`config.mk`:
```
export PLATFORM = sky130hd
export DESIGN_NAME = sfr_core_regs
export DESIGN_NICKNAME = d
export VERILOG_FILES = /design/src/rtl/sfr_core_pkg.sv /design/src/rtl/sfr_core_ctrl.sv /design/src/rtl/sfr_core_dp.sv /design/src/rtl/sfr_core_regs.sv
export SDC_FILE = /design/constraint.sdc
export NUM_CORES = 1
export LEC_CHECK = 0
export BUFFER_PORTS_ARGS = -buffer_cell sky130_fd_sc_hd__buf_4
export CORE_ASPECT_RATIO = 0.6
export CORE_MARGIN = 2
export CORE_UTILIZATION = 58
export CTS_CLUSTER_DIAMETER = 60
export DETAILED_ROUTE_END_ITERATION = 7
export PLACE_DENSITY = 0.93
export SLEW_MARGIN = 25
export SYNTH_ARGS = -nofsm -noshare
export SYNTH_HDL_FRONTEND = slang
export SYNTH_SLANG_ARGS = --single-unit
```
`constraint.sdc`:
```
create_clock -name clk -period 6.15 [get_ports clk]
set_clock_uncertainty 0.05 [all_clocks]
set_input_delay 1.23 -clock clk [delete_from_list [all_inputs] [get_ports clk]]
set_output_delay 1.23 -clock clk [all_outputs]
set_load 0.02 [all_outputs]
```
`src/rtl/sfr_core_pkg.sv`:
```
package sfr_core_pkg;

  localparam int DATA_W = 8;
  localparam int ADDR_W = 8;
  localparam int PTR_W  = 2 * DATA_W;

  typedef enum logic [2:0] {
    SEL_NONE,
    SEL_ACC,
    SEL_B,
    SEL_PSW,
    SEL_SP,
    SEL_DPL,
    SEL_DPH
  } rdSel_e;

  typedef struct packed {
    logic   wrAcc;
    logic   wrB;
    logic   wrPsw;
    logic   wrSp;
    logic   wrDpl;
    logic   wrDph;
    logic   spInc;
    logic   spDec;
    logic   dpInc;
    rdSel_e rdSel;
  } strobes_t;

endpackage

```
`src/rtl/sfr_core_ctrl.sv`:
```
module sfr_core_ctrl
  import sfr_core_pkg::*;
#(
  parameter logic [ADDR_W-1:0] ADDR_ACC = 8'hE0,
  parameter logic [ADDR_W-1:0] ADDR_B   = 8'hF0,
  parameter logic [ADDR_W-1:0] ADDR_PSW = 8'hD0,
  parameter logic [ADDR_W-1:0] ADDR_SP  = 8'h81,
  parameter logic [ADDR_W-1:0] ADDR_DPL = 8'h82,
  parameter logic [ADDR_W-1:0] ADDR_DPH = 8'h83
) (
  input  logic [ADDR_W-1:0] busAddr,
  input  logic              busWrEn,
  input  logic              busRdEn,
  input  logic              pushReq,
  input  logic              popReq,
  input  logic              dptrInc,
  output strobes_t          stb
);

  logic hitAcc, hitB, hitPsw, hitSp, hitDpl, hitDph;
  logic stackOp;
  rdSel_e decSel;

  assign hitAcc = (busAddr == ADDR_ACC);
  assign hitB   = (busAddr == ADDR_B);
  assign hitPsw = (busAddr == ADDR_PSW);
  assign hitSp  = (busAddr == ADDR_SP);
  assign hitDpl = (busAddr == ADDR_DPL);
  assign hitDph = (busAddr == ADDR_DPH);

  assign stackOp = pushReq | popReq;

  always_comb begin
    decSel = SEL_NONE;
    if (hitAcc)      decSel = SEL_ACC;
    else if (hitB)   decSel = SEL_B;
    else if (hitPsw) decSel = SEL_PSW;
    else if (hitSp)  decSel = SEL_SP;
    else if (hitDpl) decSel = SEL_DPL;
    else if (hitDph) decSel = SEL_DPH;
  end

  always_comb begin
    stb.wrAcc = busWrEn & hitAcc;
    stb.wrB   = busWrEn & hitB;
    stb.wrPsw = busWrEn & hitPsw;
    // stack motion has priority over a bus load of the pointer
    stb.wrSp  = busWrEn & hitSp & ~stackOp;
    stb.wrDpl = busWrEn & hitDpl;
    stb.wrDph = busWrEn & hitDph;
    stb.spInc = pushReq;
    stb.spDec = popReq & ~pushReq;
    // a byte load of the pointer drops the increment for that cycle
    stb.dpInc = dptrInc & ~(busWrEn & (hitDpl | hitDph));
    stb.rdSel = busRdEn ? decSel : SEL_NONE;
  end

endmodule

```
`src/rtl/sfr_core_dp.sv`:
```
module sfr_core_dp
  import sfr_core_pkg::*;
#(
  parameter logic [DATA_W-1:0] SP_RESET = 8'h07
) (
  input  logic              clk,
  input  logic              rst_n,
  input  strobes_t          stb,
  input  logic [DATA_W-1:0] wrData,
  output logic [DATA_W-1:0] rdData,
  output logic [DATA_W-1:0] stackAddr,
  output logic [DATA_W-1:0] accOut,
  output logic [DATA_W-1:0] pswOut,
  output logic [DATA_W-1:0] spOut,
  output logic [PTR_W-1:0]  dptrOut,
  output logic [DATA_W-1:0] bankBase
);

  localparam int BANK_SHIFT = 3;
  localparam int RS_LO      = 3;
  localparam int RS_HI      = 4;

  logic [DATA_W-1:0] accReg, bReg, spReg, dplReg, dphReg;
  logic [DATA_W-1:1] flagReg;
  logic [DATA_W-1:0] parityChain;
  logic [DATA_W-1:0] spNext;
  logic [PTR_W-1:0]  dptrSum;

  // ripple parity chain across the accumulator bits
  genvar gi;
  generate
    for (gi = 0; gi < DATA_W; gi++) begin : g_par
      if (gi == 0) begin : g_first
        assign parityChain[gi] = accReg[gi];
      end else begin : g_rest
        assign parityChain[gi] = parityChain[gi-1] ^ accReg[gi];
      end
    end
  endgenerate

  always_ff @(posedge clk or negedge rst_n) begin
    if (!rst_n) begin
      accReg  <= '0;
      bReg    <= '0;
      flagReg <= '0;
    end else begin
      if (stb.wrAcc) accReg  <= wrData;
      if (stb.wrB)   bReg    <= wrData;
      if (stb.wrPsw) flagReg <= wrData[DATA_W-1:1];
    end
  end

  always_comb begin
    spNext = spReg;
    if (stb.spInc)      spNext = spReg + 1'b1;
    else if (stb.spDec) spNext = spReg - 1'b1;
    else if (stb.wrSp)  spNext = wrData;
  end

  always_ff @(posedge clk or negedge rst_n) begin
    if (!rst_n) spReg <= SP_RESET;
    else        spReg <= spNext;
  end

  assign dptrSum = {dphReg, dplReg} + 1'b1;

  always_ff @(posedge clk or negedge rst_n) begin
    if (!rst_n) begin
      dplReg <= '0;
      dphReg <= '0;
    end else if (stb.dpInc) begin
      {dphReg, dplReg} <= dptrSum;
    end else begin
      if (stb.wrDpl) dplReg <= wrData;
      if (stb.wrDph) dphReg <= wrData;
    end
  end

  assign pswOut    = {flagReg, parityChain[DATA_W-1]};
  assign accOut    = accReg;
  assign spOut     = spReg;
  assign dptrOut   = {dphReg, dplReg};
  assign stackAddr = stb.spInc ? (spReg + 1'b1) : spReg;

  always_comb begin
    bankBase = '0;
    bankBase[BANK_SHIFT +: 2] = {flagReg[RS_HI], flagReg[RS_LO]};
  end

  always_comb begin
    unique case (stb.rdSel)
      SEL_ACC: rdData = accReg;
      SEL_B:   rdData = bReg;
      SEL_PSW: rdData = pswOut;
      SEL_SP:  rdData = spReg;
      SEL_DPL: rdData = dplReg;
      SEL_DPH: rdData = dphReg;
      default: rdData = '0;
    endcase
  end

endmodule

```
`src/rtl/sfr_core_regs.sv`:
```
module sfr_core_regs
  import sfr_core_pkg::*;
#(
  parameter logic [DATA_W-1:0] SP_RESET = 8'h07
) (
  input  logic              clk,
  input  logic              rst_n,
  input  logic [ADDR_W-1:0] busAddr,
  input  logic              busWrEn,
  input  logic              busRdEn,
  input  logic [DATA_W-1:0] busWrData,
  output logic [DATA_W-1:0] busRdData,
  input  logic              pushReq,
  input  logic              popReq,
  input  logic              dptrInc,
  output logic [DATA_W-1:0] stackAddr,
  output logic [DATA_W-1:0] accOut,
  output logic [DATA_W-1:0] pswOut,
  output logic [DATA_W-1:0] spOut,
  output logic [PTR_W-1:0]  dptrOut,
  output logic [DATA_W-1:0] bankBase
);

  strobes_t stb;

  sfr_core_ctrl u_ctrl (
    .busAddr (busAddr),
    .busWrEn (busWrEn),
    .busRdEn (busRdEn),
    .pushReq (pushReq),
    .popReq  (popReq),
    .dptrInc (dptrInc),
    .stb     (stb)
  );

  sfr_core_dp #(.SP_RESET(SP_RESET)) u_dp (
    .clk       (clk),
    .rst_n     (rst_n),
    .stb       (stb),
    .wrData    (busWrData),
    .rdData    (busRdData),
    .stackAddr (stackAddr),
    .accOut    (accOut),
    .pswOut    (pswOut),
    .spOut     (spOut),
    .dptrOut   (dptrOut),
    .bankBase  (bankBase)
  );

endmodule

```
Word level (Yosys, flattened, before mapping). Cells that the tools add are included.

Register bits after elaboration: 47. Bits of input ports: 23. Output and inout bits: 64.

Add/subtract/negate cells: 3. Equality and inequality tests: 12. Multiplexer cells: 16. Bitwise gates (word level): 22. Reductions and logical operators: 3.

Operators by type and width (number): 8-bit 2-to-1 mux (8); 8-bit == test, second input constant (6); 8-bit case mux with 6 select lines (1); 3-bit 2-to-1 mux (7); 16-bit by 1-bit adder with 16-bit output, second input constant (1); 1-bit AND (10); 3-bit == test, second input constant (3); 8-bit by 1-bit adder with 8-bit output, second input constant (1); 8-bit by 1-bit subtractor with 8-bit output, second input constant (1); 1-bit bitwise XOR (7); 3-bit by 2-bit == test with 1-bit output, second input constant (2); 2-bit nonzero test (2); 3-bit by 1-bit == test with 1-bit output, second input constant (1); 1-bit NOT (3); 3-bit nonzero test (1); 1-bit OR (2).

Longest topological paths before layout. Gate-level depths: netlist of the first run.

Depth in word-level cells: 10. Gate-level depth with buffers: 8. Depth with buffers taken out: 7.

Cells and area by module. Synthesis of the first run repeated with hierarchy kept, for this count alone.

Cells, all modules: 372. Area total of the unflattened synthesis: 3305.7 um^2.

Modules (own cells, without submodules): sfr_core_dp (instances 1, cells each 345, area an instance 3116.7 um^2, sequential area each 1179.9 um^2); sfr_core_ctrl (instances 1, cells each 27, area an instance 188.9 um^2, sequential area each 0.0 um^2).

Least setup slack after synthesis of the first run. No wires, ideal clock.

Kind: in2out. From: input busAddr[4]. To: output busRdData[0]. Arrival: 2.824 ns. Data required time: 4.870 ns. Slack: 2.046 ns. Stages on the path: 6. Path buffers: 1. Cell sequence: buf_2 > or4b_4 > o21ai_0 > nand2_1 > mux2i_1 > o21ai_0.

Cells in the longest elaborated chain, start to end: 10.

Ends and longest elaborated chain: start: declaration (line sfr_core_regs.sv:8) `input logic [ADDR_W-1:0] busAddr,`; 8-bit == test (line sfr_core_ctrl.sv:29) `assign hitDph = (busAddr == ADDR_DPH);`; 3-bit 2-to-1 mux (line sfr_core_ctrl.sv:40) `else if (hitDph) decSel = SEL_DPH;`; 3-bit 2-to-1 mux (line sfr_core_ctrl.sv:39) `else if (hitDpl) decSel = SEL_DPL;`; 3-bit 2-to-1 mux (line sfr_core_ctrl.sv:38) `else if (hitSp) decSel = SEL_SP;`; 3-bit 2-to-1 mux (line sfr_core_ctrl.sv:37) `else if (hitPsw) decSel = SEL_PSW;`; 3-bit 2-to-1 mux (line sfr_core_ctrl.sv:36) `else if (hitB) decSel = SEL_B;`; 3-bit 2-to-1 mux (*) (line sfr_core_ctrl.sv:35) `if (hitAcc) decSel = SEL_ACC;`; 3-bit 2-to-1 mux (*) (line sfr_core_ctrl.sv:55) `stb.rdSel = busRdEn ? decSel : SEL_NONE;`; 3-bit == test, or another cell as far along (line sfr_core_dp.sv:91) `unique case (stb.rdSel)`; 8-bit case mux with 6 select lines (*) (line sfr_core_dp.sv:91); end: declaration (line sfr_core_regs.sv:12) `output logic [DATA_W-1:0] busRdData,`.

Mark *: on every way between the ends. The rest lies on a longest branch, timed or not.

Worst setup path after layout of the first run.
From: input busAddr[3]. To: output busRdData[3].

The elaborated chain is that of the path after synthesis.

==> results by group, run 1 <==
Timing
  – Max frequency: 0.217 GHz
  – Min Hold Slack: 0.463 ns
  – Setup TNS: 0 ns
  – Max-slew violation count: 0
  – Slew @ Worst Pin: 0.933 ns
  – Final worst-path cycle share: 75.0%
  – Max-slew headroom: 37.0%
  – Fin crit period: 4.61 ns
  – Final hold violations: 0
  – RSZ-0062 raised after global routing: false
  – Count of final setup violators: 0

Floorplanning
  – Starting Density: 59.4%
  – Die Y: 62.2 um
  – IO Count: 87
  – Total core area: 5520 um2
  – Full die area: 6280 um2
  – Die Wd: slightly above 100 um
  – FP Rows: 21

Placed design
  – Post-DP HPWL: 7.24 mm
  – GP Congestion: roughly 0.97
  – IO buf count: 80
  – Dpl cells: a little under 500

Finish
  – Fin nets: 446
  – Fraction of layout cells with a size suffix above 1: 29.7%
  – Synth-to-layout area growth: 20.7%
  – Fillers: between 400 and 500
  – Number of diodes: 0
  – Fin cells: 490

Pwr
  – Net switching power: 468 uW
  – Int Power: 680 uW
  – Leak: 0.00181 uW
  – Combinational share of power: about two fifths
  – Sequential Power Share: about two fifths
  – Peak supply drop: around 0.21 mV
  – P per Cell Area: 290 nW/um2
  – Clock Power Share: between 20% and 30%
  – Switching Share: between 40% and 50%

Setup path
  – Crit path DAT: between 3 and 4 ns
  – Reg-to-reg endpoint: u_dp.dphReg[7]$_DFFE_PN0P_
  – Critical Path Start: busAddr[3]
  – Required time worst endpoint: 4.87 ns
  – Worst setup SP type: primary input
  – Crit path capture type: output port
  – Cell count along the critical path: 7
  – Buf+Inv Stages, Crit Path: 2
  – CP delay by family, top: simple AND/OR/NAND/NOR gates
  – R2r startpoint: u_dp.dplReg[5]$_DFFE_PN0P_
  – R2r setup slk: 4.09 ns
  – Critical path type: in2out
  – CP max stage delay: 0.80 ns
  – CP max FO: 6
  – Worst setup path end: busRdData[3]
  – Cell Chain, Critical Path: buf_4, nor4bb_1, nand2_1, nor2_1, a221oi_1, o21ai_0, buf_4
  – CP max-delay cell: nor4bb_1
  – Top cell by count, worst path: buf_4
  – R2R depth: 5

Synthesis
  – Number of flops mapped to enable cells by yosys: 0
  – #FFs+latches synth: 47
  – Most common flop cell mapped by yosys: dfrtp_1
  – Mean Syn Cell Area: 9.23 um2
  – Async S/R FF share, synth: 100%
  – Synth Cell Area: 3280 um2
  – Unique masters post-synth: 59
  – Gate count of the mapped netlist: 355
  – Synth warnings: 0
  – Seq/Total Area, Yosys: 36.0%

GRT
  – Vias in the first global route: 2934
  – Largest net degree at the start of global routing: 48
  – Total GRT Usage: 32.5%
  – First-pass GRT wire length: 15.9 mm
  – Initial antenna violation count: 0
  – Grt total ovfl: 0

Job
  – Max Cap Viol: 0

Clock tree
  – CTS Buf Count: 5
  – Post-CTS Repair Setup Buffers: 0
  – Clock Latency Late Sink: approximately 0.31 ns
  – CTS max path bufs: 2
  – Reg clk slew, reported paths: 0.10 ns
  – # resized after CTS: 0
  – CTS tree: built
  – Hold_buf cts: 0
  – Clk sinks: 47
  – Root buf cell: clkbuf_8
  – H-tree Lvls: 2

Routing
  – WL/cell: 20.3 um
  – Initial DRT Pass Iterations: 5
  – Routed WL: about 10 mm
  – DR DRC count: 0
  – Antenna viol nets, final: 0
  – Initial drt markers: 411
  – Vias per cell: 6.72
  – Via count: 3292

Min path
  – HP Class: reg2reg

Outcome
  – Outcome: completed
## placed cells by master, fill, tap and decap left out, types with 7 or more instances in the layout
cell	count
o21ai_0	20
a21oi_1	12
nor3_1	11
nor2_1	25
mux2i_1	11
a22oi_1	10
buf_4	81
nand4_1	8
nand2_1	30
a32oi_1	7
nand3_1	10
nor2b_1	7
dfrtp_1	44
inv_1	7
xnor2_1	19
mux2_2	26
## cells by family (layout without fill, tap and decap cells)
kind of cell / Yosys count / count (layout) / synth area share [%]
XOR/XNOR: 23 / 23 / 6.15
buffers and inverters: 35 / 96 / 5.58
multiplexers: 37 / 37 / 12.3
flip-flops: 47 / 47 / 36.0
other: 1 / 6 / 0.114
adder cells (fa/ha/maj): 3 / 3 / 1.15
AO/OA/AOI/OAI: 84 / 84 / 17.9
AND/OR/NAND/NOR: 125 / 125 / 20.8
## layout make-up
cell class | count | area (um2) | area share, %
Timing Repair Buffer | 81 | 608 | 15.4
Multi-Input combinational cell | 278 | 1940 | 49.0
Sequential cell | 47 | 1180 | 29.8
Tap cell | 69 | 86.3 | 2.18
Inverter | 7 | 26.3 | 0.665
Clock buffer | 5 | 68.8 | 1.74
Clock inverter | 3 | 46.3 | 1.17
## worst min path at each step
stage          cells past startpoint                     start  slack (ns)                  endpoint
5_1_grt                            1  u_dp.bReg[4]$_DFFE_PN0P_        0.48  u_dp.bReg[4]$_DFFE_PN0P_
3_5_place_dp                       1  u_dp.bReg[4]$_DFFE_PN0P_        0.44  u_dp.bReg[4]$_DFFE_PN0P_
6_report                           1  u_dp.bReg[4]$_DFFE_PN0P_        0.46  u_dp.bReg[4]$_DFFE_PN0P_
2_1_floorplan                      1  u_dp.bReg[0]$_DFFE_PN0P_        0.43  u_dp.bReg[0]$_DFFE_PN0P_
3_3_place_gp                       1  u_dp.bReg[4]$_DFFE_PN0P_        0.44  u_dp.bReg[4]$_DFFE_PN0P_
4_1_cts                            1  u_dp.bReg[4]$_DFFE_PN0P_        0.47  u_dp.bReg[4]$_DFFE_PN0P_
## sequential cells by signal, summed over array words and instances (netlist names)
signal        cells
u_dp.dplReg       8
u_dp.flagReg      7
u_dp.dphReg       8
u_dp.bReg         8
u_dp.spOut        8
u_dp.accOut       8
## Yosys cell counts (3+ instances only)
cell | instances | area share, %
a21oi_1 | 12 | 1.8
nor4bb_1 | 3 | 0.92
a32oi_1 | 7 | 1.9
o311ai_1 | 4 | 1.1
nand4_1 | 8 | 1.5
o21ai_0 | 20 | 3.1
and3_1 | 5 | 0.95
nand2b_1 | 3 | 0.57
mux2i_1 | 11 | 3.4
buf_4 | 8 | 1.8
o221ai_1 | 5 | 1.3
a22oi_1 | 10 | 2.3
nor2b_1 | 7 | 1.3
dfstp_2 | 3 | 2.4
nand3_1 | 10 | 1.5
nor4_1 | 5 | 0.95
mux2_2 | 26 | 8.9
dfrtp_1 | 44 | 34
a21boi_0 | 3 | 0.69
inv_1 | 7 | 0.80
clkbuf_1 | 13 | 1.5
nor2_1 | 25 | 2.9
xor2_1 | 4 | 1.1
xnor2_1 | 19 | 5.1
o211ai_1 | 3 | 0.69
nand2_1 | 30 | 3.4
buf_2 | 4 | 0.61
ha_1 | 3 | 1.1
a221oi_1 | 3 | 0.80
nor3_1 | 11 | 1.7
## power groups by stage
stage | clock network, uW | registers, uW | logic [uW]
final | 241 | 466 | 440
after global routing | 256 | 474 | 472
after CTS | 240 | 461 | 439
after detailed placement | 0 | 467 | 437
after global placement | 0 | 466 | 426
after floorplan | 0 | 453 | 267
## routing by layer
layer	vias to the layer above	global-route usage [%]	part of all wire [%]
met5	-	0	0
met4	0	9.29	3.0
met3	36	7.66	13
met2	261	46.2	42
met1	1557	49.3	42
li1	1438	-	-
## per-stage QoR
| stage | area, um2 | utilization (%) | setup slack (ns) | power, uW |
|---|---|---|---|---|
| after floorplan | 3290 | - | 2.05 | 720 |
| after detailed placement | 3830 | 69.5 | 1.55 | 903 |
| final | 3950 | 71.7 | 1.54 | 1150 |
| after CTS | 3950 | 71.5 | 1.46 | 1140 |
| after global routing | 3950 | 71.7 | 1.51 | 1200 |
| after global placement | 3830 | 69.5 | 1.70 | 892 |
Note: power is estimated with default switching activity, not from simulation.
==> run 2, diff against run 1 <==
--- a/config.mk
+++ b/config.mk
@@ -8,10 +8,10 @@
 export BUFFER_PORTS_ARGS = -buffer_cell sky130_fd_sc_hd__buf_4
 export CORE_ASPECT_RATIO = 0.6
 export CORE_MARGIN = 2
-export CORE_UTILIZATION = 58
+export CORE_UTILIZATION = 53
 export CTS_CLUSTER_DIAMETER = 60
 export DETAILED_ROUTE_END_ITERATION = 7
-export PLACE_DENSITY = 0.93
+export PLACE_DENSITY = 0.86
 export SLEW_MARGIN = 25
 export SYNTH_ARGS = -nofsm -noshare
 export SYNTH_HDL_FRONTEND = slang
==> constraint.sdc (replaced) <==
create_clock -name clk -period 4.7 [get_ports clk]
set_clock_uncertainty 0.05 [all_clocks]
set_input_delay 0.94 -clock clk [delete_from_list [all_inputs] [get_ports clk]]
set_output_delay 0.94 -clock clk [all_outputs]
set_load 0.02 [all_outputs]
==> run 2 against run 1 <==
  * Global-route usage decreased by 3.6 points
  * Routed wire length decreased by 2.0%
  * Die area increased by 8.9%
  * Combinational power increased by 31%
  * Final cell count increased by 3.5%
  * Core utilization decreased by 6.1 points
  * Critical path depth unchanged
  * Cell area unchanged
  * Non-clock buffer count increased by 2
  * Hold slack improved by 0.0025 ns
  * First-iteration DRC count decreased by 26%
==> results by group, run 2 (synthesis gave the netlist of run 1 again) <==
Outcome
  – Outcome: completed

Floorplanning
  – Starting Density: 54.3% (-5.0 points)
  – Total core area: 6030 um2 (+9.3%)
  – Die Y: 64.9 um (+4.3%)
  – FP Rows: 22 (+4.8%)
  – Full die area: 6850 um2 (+8.9%)
  – Die Wd: 105 um (+4.4%)
  – IO Count: 87 (unchanged)

Timing
  – Max-slew headroom: 33.5% (-3.5 points)
  – Final hold violations: 0 (unchanged)
  – Max frequency: 0.270 GHz
  – Count of final setup violators: 0 (unchanged)
  – Max-slew violation count: 0 (unchanged)
  – RSZ-0062 raised after global routing: false
  – Fin crit period: 3.70 ns
  – Setup TNS: 0 ns (unchanged)
  – Slew @ Worst Pin: 0.989 ns (+0.0558 ns)
  – Final worst-path cycle share: 78.7%

Routing
  – Routed WL: 9.78 mm (-2.0%)
  – DR DRC count: 0 (unchanged)
  – Antenna viol nets, final: 0 (unchanged)
  – Vias per cell: 6.23 (-7.3%)
  – Via count: 3157 (-4.1%)
  – WL/cell: 19.3 um (-5.2%)
  – Initial drt markers: 304 (-26%)
  – Initial DRT Pass Iterations: 5 (unchanged)

Finish
  – Final core occ: 65.6% (-6.1 points)
  – Fraction of layout cells with a size suffix above 1: 29.8% (+0.096 points)
  – Number of diodes: 0 (unchanged)
  – Fillers: 504 (+17%)
  – Most frequent cells in the layout: buf_4, dfrtp_1, nand2_1, mux2_2, nor2_1
  – Synth-to-layout area growth: 20.7% (unchanged)
  – Fin nets: 448 (+0.45%)
  – Commonest non-fill, non-tap cell in the layout: buf_4

Setup path
  – Required time worst endpoint: 3.71 ns (-1.16 ns)
  – CP max FO: 6 (unchanged)
  – Critical path type: in2out
  – R2R depth: 5 (unchanged)
  – Crit path capture type: output port
  – Worst setup SP type: primary input
  – Crit path DAT: 2.71 ns (-0.62 ns)
  – R2r setup slk: 2.68 ns (-1.41 ns)

Clock tree
  – CTS tree: built
  – Reg clk slew, reported paths: 0.09 ns (about the same)
  – H-tree Lvls: 2 (unchanged)
  – Clk sinks: 47 (unchanged)
  – Root buf cell: clkbuf_8
  – CTS Buf Count: 5 (unchanged)
  – # resized after CTS: 0 (unchanged)
  – Post-CTS Repair Setup Buffers: 0 (unchanged)
  – Hold_buf cts: 0 (unchanged)
  – CTS max path bufs: 2 (unchanged)
  – Clock Latency Late Sink: 0.30 ns (about the same)

Pwr
  – Leak: 0.00181 uW (+0.18%)
  – Peak supply drop: 0.229 mV (+10%)
  – P per Cell Area: 363 nW/um2 (+25%)

Placed design
  – Post-DP HPWL: 7.28 mm (+0.51%)
  – IO buf count: 80 (unchanged)
  – GP Congestion: 0.980 (+0.93%)

Job
  – Max Cap Viol: 0 (unchanged)

GRT
  – Largest net degree at the start of global routing: 48 (unchanged)
  – Vias in the first global route: 2765 (-5.8%)
  – Total GRT Usage: 28.9% (-3.6 points)
  – First-pass GRT wire length: 15.3 mm (-3.4%)
  – Initial antenna violation count: 0 (unchanged)
  – Grt total ovfl: 0 (unchanged)

Min path
  – Hold path depth: 1 (unchanged)
  – HP Class: reg2reg
==> run 2: cell types whose count changed in the layout (fill, tap and decap cells not counted), sizes merged <==
cell / change
bufinv: -1
buf: +2
clkinvlp: -1
clkinv: +2
==> run 2: report_power, final <==
group	internal, uW	total [uW]	switching, uW
combinational	260	575	315
clock	105	251	146
sequential	470	609	139
==> run 2: final cells by class <==
class / count / area, um2 / share of cell area (%)
Multi-Input combinational cell: 278 / 1930 / 48.9
Timing Repair Buffer: 83 / 623 / 15.8
Clock buffer: 5 / 68.8 / 1.74
Inverter: 7 / 26.3 / 0.665
Clock inverter: 3 / 18.8 / 0.475
Sequential cell: 47 / 1180 / 29.8
Tap cell: 84 / 105 / 2.66
==> run 2: per-stage QoR <==
stage | worst slack [ns] | total power (uW) | hold WS [ns] | cells | area, um2
after floorplan | 1.18 | 942 | 0.429 | 360 | 3290
after global placement | 1.05 | 1170 | 0.437 | 499 | 3870
after detailed placement | 1.05 | 1180 | 0.443 | 499 | 3870
after CTS | 1.04 | 1430 | 0.464 | 507 | 3950
after global routing | 0.790 | 1510 | 0.485 | 507 | 3950
final | 1.00 | 1430 | 0.466 | 507 | 3950
==> run 2: routing by layer <==
| metal | part of all wire, % | up-vias | GRT usage (%) |
|---|---|---|---|
| met2 | 43 | 183 | 43.7 |
| met4 | 0.69 | 0 | 3.95 |
| met1 | 45 | 1519 | 42.6 |
| met5 | 0 | - | 0 |
| li1 | - | 1446 | - |
| met3 | 11 | 9 | 7.65 |
==> run 2: critical path, cell delays in order <==
cell and delay [ns]:
buf_4 0.12, nor4bb_1 0.64, nand2_1 0.30, nor2_1 0.24
a221oi_1 0.11, o21ai_0 0.15, buf_4 0.20
==> run 2: final timing paths <==
kind	startpoint	to
worst max-delay path	busAddr[3]	busRdData[3]
worst min-delay path	u_dp.bReg[2]$_DFFE_PN0P_	u_dp.bReg[2]$_DFFE_PN0P_
worst max register to register	u_dp.dplReg[5]$_DFFE_PN0P_	u_dp.dphReg[5]$_DFFE_PN0P_
worst min register to register	u_dp.bReg[2]$_DFFE_PN0P_	u_dp.bReg[2]$_DFFE_PN0P_
max in group asynchronous	rst_n	u_dp.dplReg[4]$_DFFE_PN0P_
min in group asynchronous	rst_n	u_dp.dphReg[2]$_DFFE_PN0P_
==> run 3, diff against run 2 <==
--- a/config.mk
+++ b/config.mk
@@ -5,13 +5,14 @@
 export SDC_FILE = /design/constraint.sdc
 export NUM_CORES = 1
 export LEC_CHECK = 0
+export ABC_AREA = 1
 export BUFFER_PORTS_ARGS = -buffer_cell sky130_fd_sc_hd__buf_4
 export CORE_ASPECT_RATIO = 0.6
 export CORE_MARGIN = 2
-export CORE_UTILIZATION = 53
+export CORE_UTILIZATION = 49
 export CTS_CLUSTER_DIAMETER = 60
 export DETAILED_ROUTE_END_ITERATION = 7
-export PLACE_DENSITY = 0.86
+export PLACE_DENSITY = 0.84
 export SLEW_MARGIN = 25
 export SYNTH_ARGS = -nofsm -noshare
 export SYNTH_HDL_FRONTEND = slang
==> constraint.sdc (replaced) <==
create_clock -name clk -period 3.2 [get_ports clk]
set_clock_uncertainty 0.05 [all_clocks]
set_input_delay 0.64 -clock clk [delete_from_list [all_inputs] [get_ports clk]]
set_output_delay 0.64 -clock clk [all_outputs]
set_load 0.02 [all_outputs]
==> run 3 against run 2 <==
  * Global-route usage about the same
  * Final cell count increased by 32%
  * Hold slack got worse by 0.16 ns
  * Total power up 47%
  * Highest routed layer unchanged
==> results by group, run 3 <==
Outcome
  – Outcome: completed

GRT
  – Grt total ovfl: 0 (unchanged)
  – Total GRT Usage: 28.9% (about the same)
  – First-pass GRT wire length: 16.9 mm (+10%)
  – Largest net degree at the start of global routing: 48 (unchanged)
  – Vias in the first global route: 3331 (+20%)
  – Initial antenna violation count: 0 (unchanged)

Placed design
  – GP Congestion: 0.963 (-1.7%)
  – IO buf count: 80 (unchanged)
  – Post-Place Setup Slack: 0.297 ns (-0.748 ns)
  – Post-DP HPWL: 8.40 mm (+15%)

Routing
  – Initial DRT Pass Iterations: 6 (+1)
  – Routed WL: 10.9 mm (+12%)
  – WL/cell: 16.4 um (-15%)
  – Via count: 3774 (+20%)
  – Antenna viol nets, final: 0 (unchanged)
  – Vias per cell: 5.64 (-9.4%)
  – Initial drt markers: 494 (+63%)
  – DR DRC count: 0 (unchanged)

Synthesis
  – Simple logic cell fraction of the synthesized area: 37.3% (+16 points)
  – Synth cell count leaders: nand2_1, nor2_1, inv_1
  – Async S/R FF share, synth: 100% (unchanged)
  – Synth top area cells: dfrtp_1, nand2_1, nand3_1
  – Synth Cell Area: 3380 um2 (+3.2%)
  – Unique masters post-synth: 34 (-42%)
  – Post-synthesis compound-gate area fraction: 14.0% (-3.9 points)
  – Synth area leader: dfrtp_1
  – Seq/Total Area, Yosys: 34.9% (-1.1 points)
  – Number of flops mapped to enable cells by yosys: 0 (unchanged)
  – Mux contribution to synthesized area: 0% (-12 points)
  – Mean Syn Cell Area: 6.68 um2 (-28%)
  – Top-count cell post-synth: nand2_1
  – Adder-Cell Fraction of Synth Area: 1.11% (-0.036 points)
  – #FFs+latches synth: 47 (unchanged)
  – Largest family of logic cells by synthesized area: simple AND/OR/NAND/NOR gates
  – Xor-xnor portion of the synthesized cell area: 2.59% (-3.6 points)
  – Most common flop cell mapped by yosys: dfrtp_1
  – Gate count of the mapped netlist: 506 (+43%)
  – Post-synth top area share: 32.6% (-1.0 points)
  – Synth warnings: 0 (unchanged)

Setup path
  – Buf+Inv Stages, Crit Path: 3 (+1)
  – Top cell by count, worst path: nand2_1
  – R2R depth: 8 (+3)
  – R2r startpoint: u_dp.dplReg[0]$_DFFE_PN0P_
  – Crit path DAT: 2.27 ns (-0.44 ns)
  – Required time worst endpoint: 2.51 ns (-1.20 ns)
  – Worst setup path end: busRdData[0]
  – Cell Chain, Critical Path: buf_4, inv_1, nand2_1, nor2_2, nand2_1, nand3_2, nand4_1, nor2_1, nor2_1, nand2_1, buf_4
  – Cell count along the critical path: 11 (+4)
  – Reg-to-reg endpoint: u_dp.dphReg[4]$_DFFE_PN0P_
  – CP max stage delay: 0.34 ns (-0.30 ns)
  – CP delay by family, top: simple AND/OR/NAND/NOR gates
  – CP max FO: 8 (+2)
  – Critical Path Start: busAddr[1]
  – Crit path capture type: output port
  – Critical path type: in2out
  – Worst setup SP type: primary input
  – R2r setup slk: 1.38 ns (-1.30 ns)
  – CP max-delay cell: nand4_1

Clock tree
  – Clock Latency Late Sink: 0.29 ns (about the same)
  – Root buf cell: clkbuf_16
  – Clk sinks: 47 (unchanged)
  – CTS tree: built
  – # resized after CTS: 0 (unchanged)
  – CTS Buf Count: 5 (unchanged)
  – CTS max path bufs: 2 (unchanged)
  – Post-CTS Repair Setup Buffers: 0 (unchanged)
  – Reg clk slew, reported paths: 0.06 ns (-0.03 ns)
  – H-tree Lvls: 2 (unchanged)
  – Hold_buf cts: 0 (unchanged)

Floorplanning
  – FP Rows: 23 (+4.5%)
  – IO Count: 87 (unchanged)
  – Total core area: 6680 um2 (+11%)
  – Starting Density: 50.6% (-3.7 points)
  – Die Wd: 111 um (+5.4%)
  – Die Y: 68.3 um (+5.3%)
  – Full die area: 7600 um2 (+11%)

Pwr
  – P per Cell Area: 510 nW/um2 (+40%)
  – Net switching power: 836 uW (+39%)
  – Sequential Power Share: 38.8% (-3.6 points)
  – Peak supply drop: 0.364 mV (+59%)
  – Combinational share of power: 35.9% (-4.2 points)
  – Int Power: 1280 uW (+53%)
  – Clock Power Share: 25.3% (+7.8 points)
  – Leak: 0.00219 uW (+21%)
  – Switching Share: 39.5% (-2.3 points)
  – Final Power: 2120 uW (+47%)

Finish
  – Fraction of layout cells with a size suffix above 1: 20.1% (-9.7 points)
  – Commonest non-fill, non-tap cell in the layout: nand2_1
  – Most frequent cells in the layout: nand2_1, buf_4, nor2_1, inv_1, nand3_1
  – Final core occ: 62.2% (-3.4 points)
  – Fin nets: 607 (+35%)
  – Synth-to-layout area growth: 22.8%
  – Number of diodes: 0 (unchanged)

Timing
  – Count of final setup violators: 0 (unchanged)
  – Slew @ Worst Pin: 0.631 ns (-0.358 ns)
  – Final hold violations: 0 (unchanged)
  – RSZ-0062 raised after global routing: false
  – Setup TNS: 0 ns (unchanged)
  – Fin crit period: approximately 3.0 ns
  – Final worst-path cycle share: 92.5%
  – Min Hold Slack: 0.303 ns (-0.163 ns)
  – Max frequency: approximately 0.34 GHz
  – Max-slew headroom: 57.8% (+24 points)
  – Final worst-path setup slack: 0.240 ns (-0.762 ns)
  – Max-slew violation count: 0 (unchanged)

Job
  – Max Cap Viol: 0 (unchanged)

Min path
  – HP Class: in2async
-- run 3: changes by cell type after synthesis, moves of 11 or more --
cell and change:
nand3_1 +42, inv_1 +49, xnor2_1 -17, mux2i_1 -11, nor2_1 +40, mux2_2 -26
nand2_1 +103, o21ai_0 +29
-- run 3: worst min-delay path by stage --
stage | end | slack (ns)
after global placement | u_dp.bReg[1]$_DFFE_PN0P_ | 0.43
after detailed placement | u_dp.bReg[6]$_DFFE_PN0P_ | 0.44
after floorplan | u_dp.accOut[0]$_DFFE_PN0P_ | 0.29
after global routing | u_dp.accOut[3]$_DFFE_PN0P_ | 0.36
after CTS | u_dp.flagReg[7]$_DFFE_PN0P_ | 0.34
final | u_dp.accOut[2]$_DFFE_PN0P_ | 0.30
-- run 3: cell families (layout without fill, tap and decap cells) --
group                    after synthesis  count (layout)
other                                  1               6
buffers and inverters                 78             149
XOR/XNOR                              10              10
flip-flops                            47              47
adder cells (fa/ha/maj)                3               3
AND/OR/NAND/NOR                      284             284
AO/OA/AOI/OAI                         83              83
-- run 3: final cells by class --
| class | instances | area (um2) |
|---|---|---|
| Tap cell | 87 | 109 |
| Clock inverter | 1 | 5.00 |
| Fill cell | 633 | 2530 |
| Clock buffer | 7 | 143 |
| Timing Repair Buffer | 81 | 608 |
| Sequential cell | 47 | 1180 |
| Inverter | 60 | 225 |
| Multi-Input combinational cell | 386 | 1880 |
-- run 3: per-layer routing --
layer	share of wire [%]	routed length, um	track usage, %
met1	43	4700	40.7
met2	43	4660	44.4
met3	13	1420	8.33
met4	1.4	157	6.64
met5	0	0	0
-- run 3: stage by stage --
step,cell area (um2),cells
floorplan,3400,511
global placement,4000,661
detailed placement,4000,661
CTS,4150,669
global route,4150,669
finish,4150,669
-- run 3: power by group through the flow --
stage          clock network, uW  registers (uW)  logic [uW]
4_1_cts                      537             815         749
3_3_place_gp                   0             822         727
5_1_grt                      559             833         820
6_report                     536             820         759
2_1_floorplan                  0             879         354
3_5_place_dp                   0             824         743
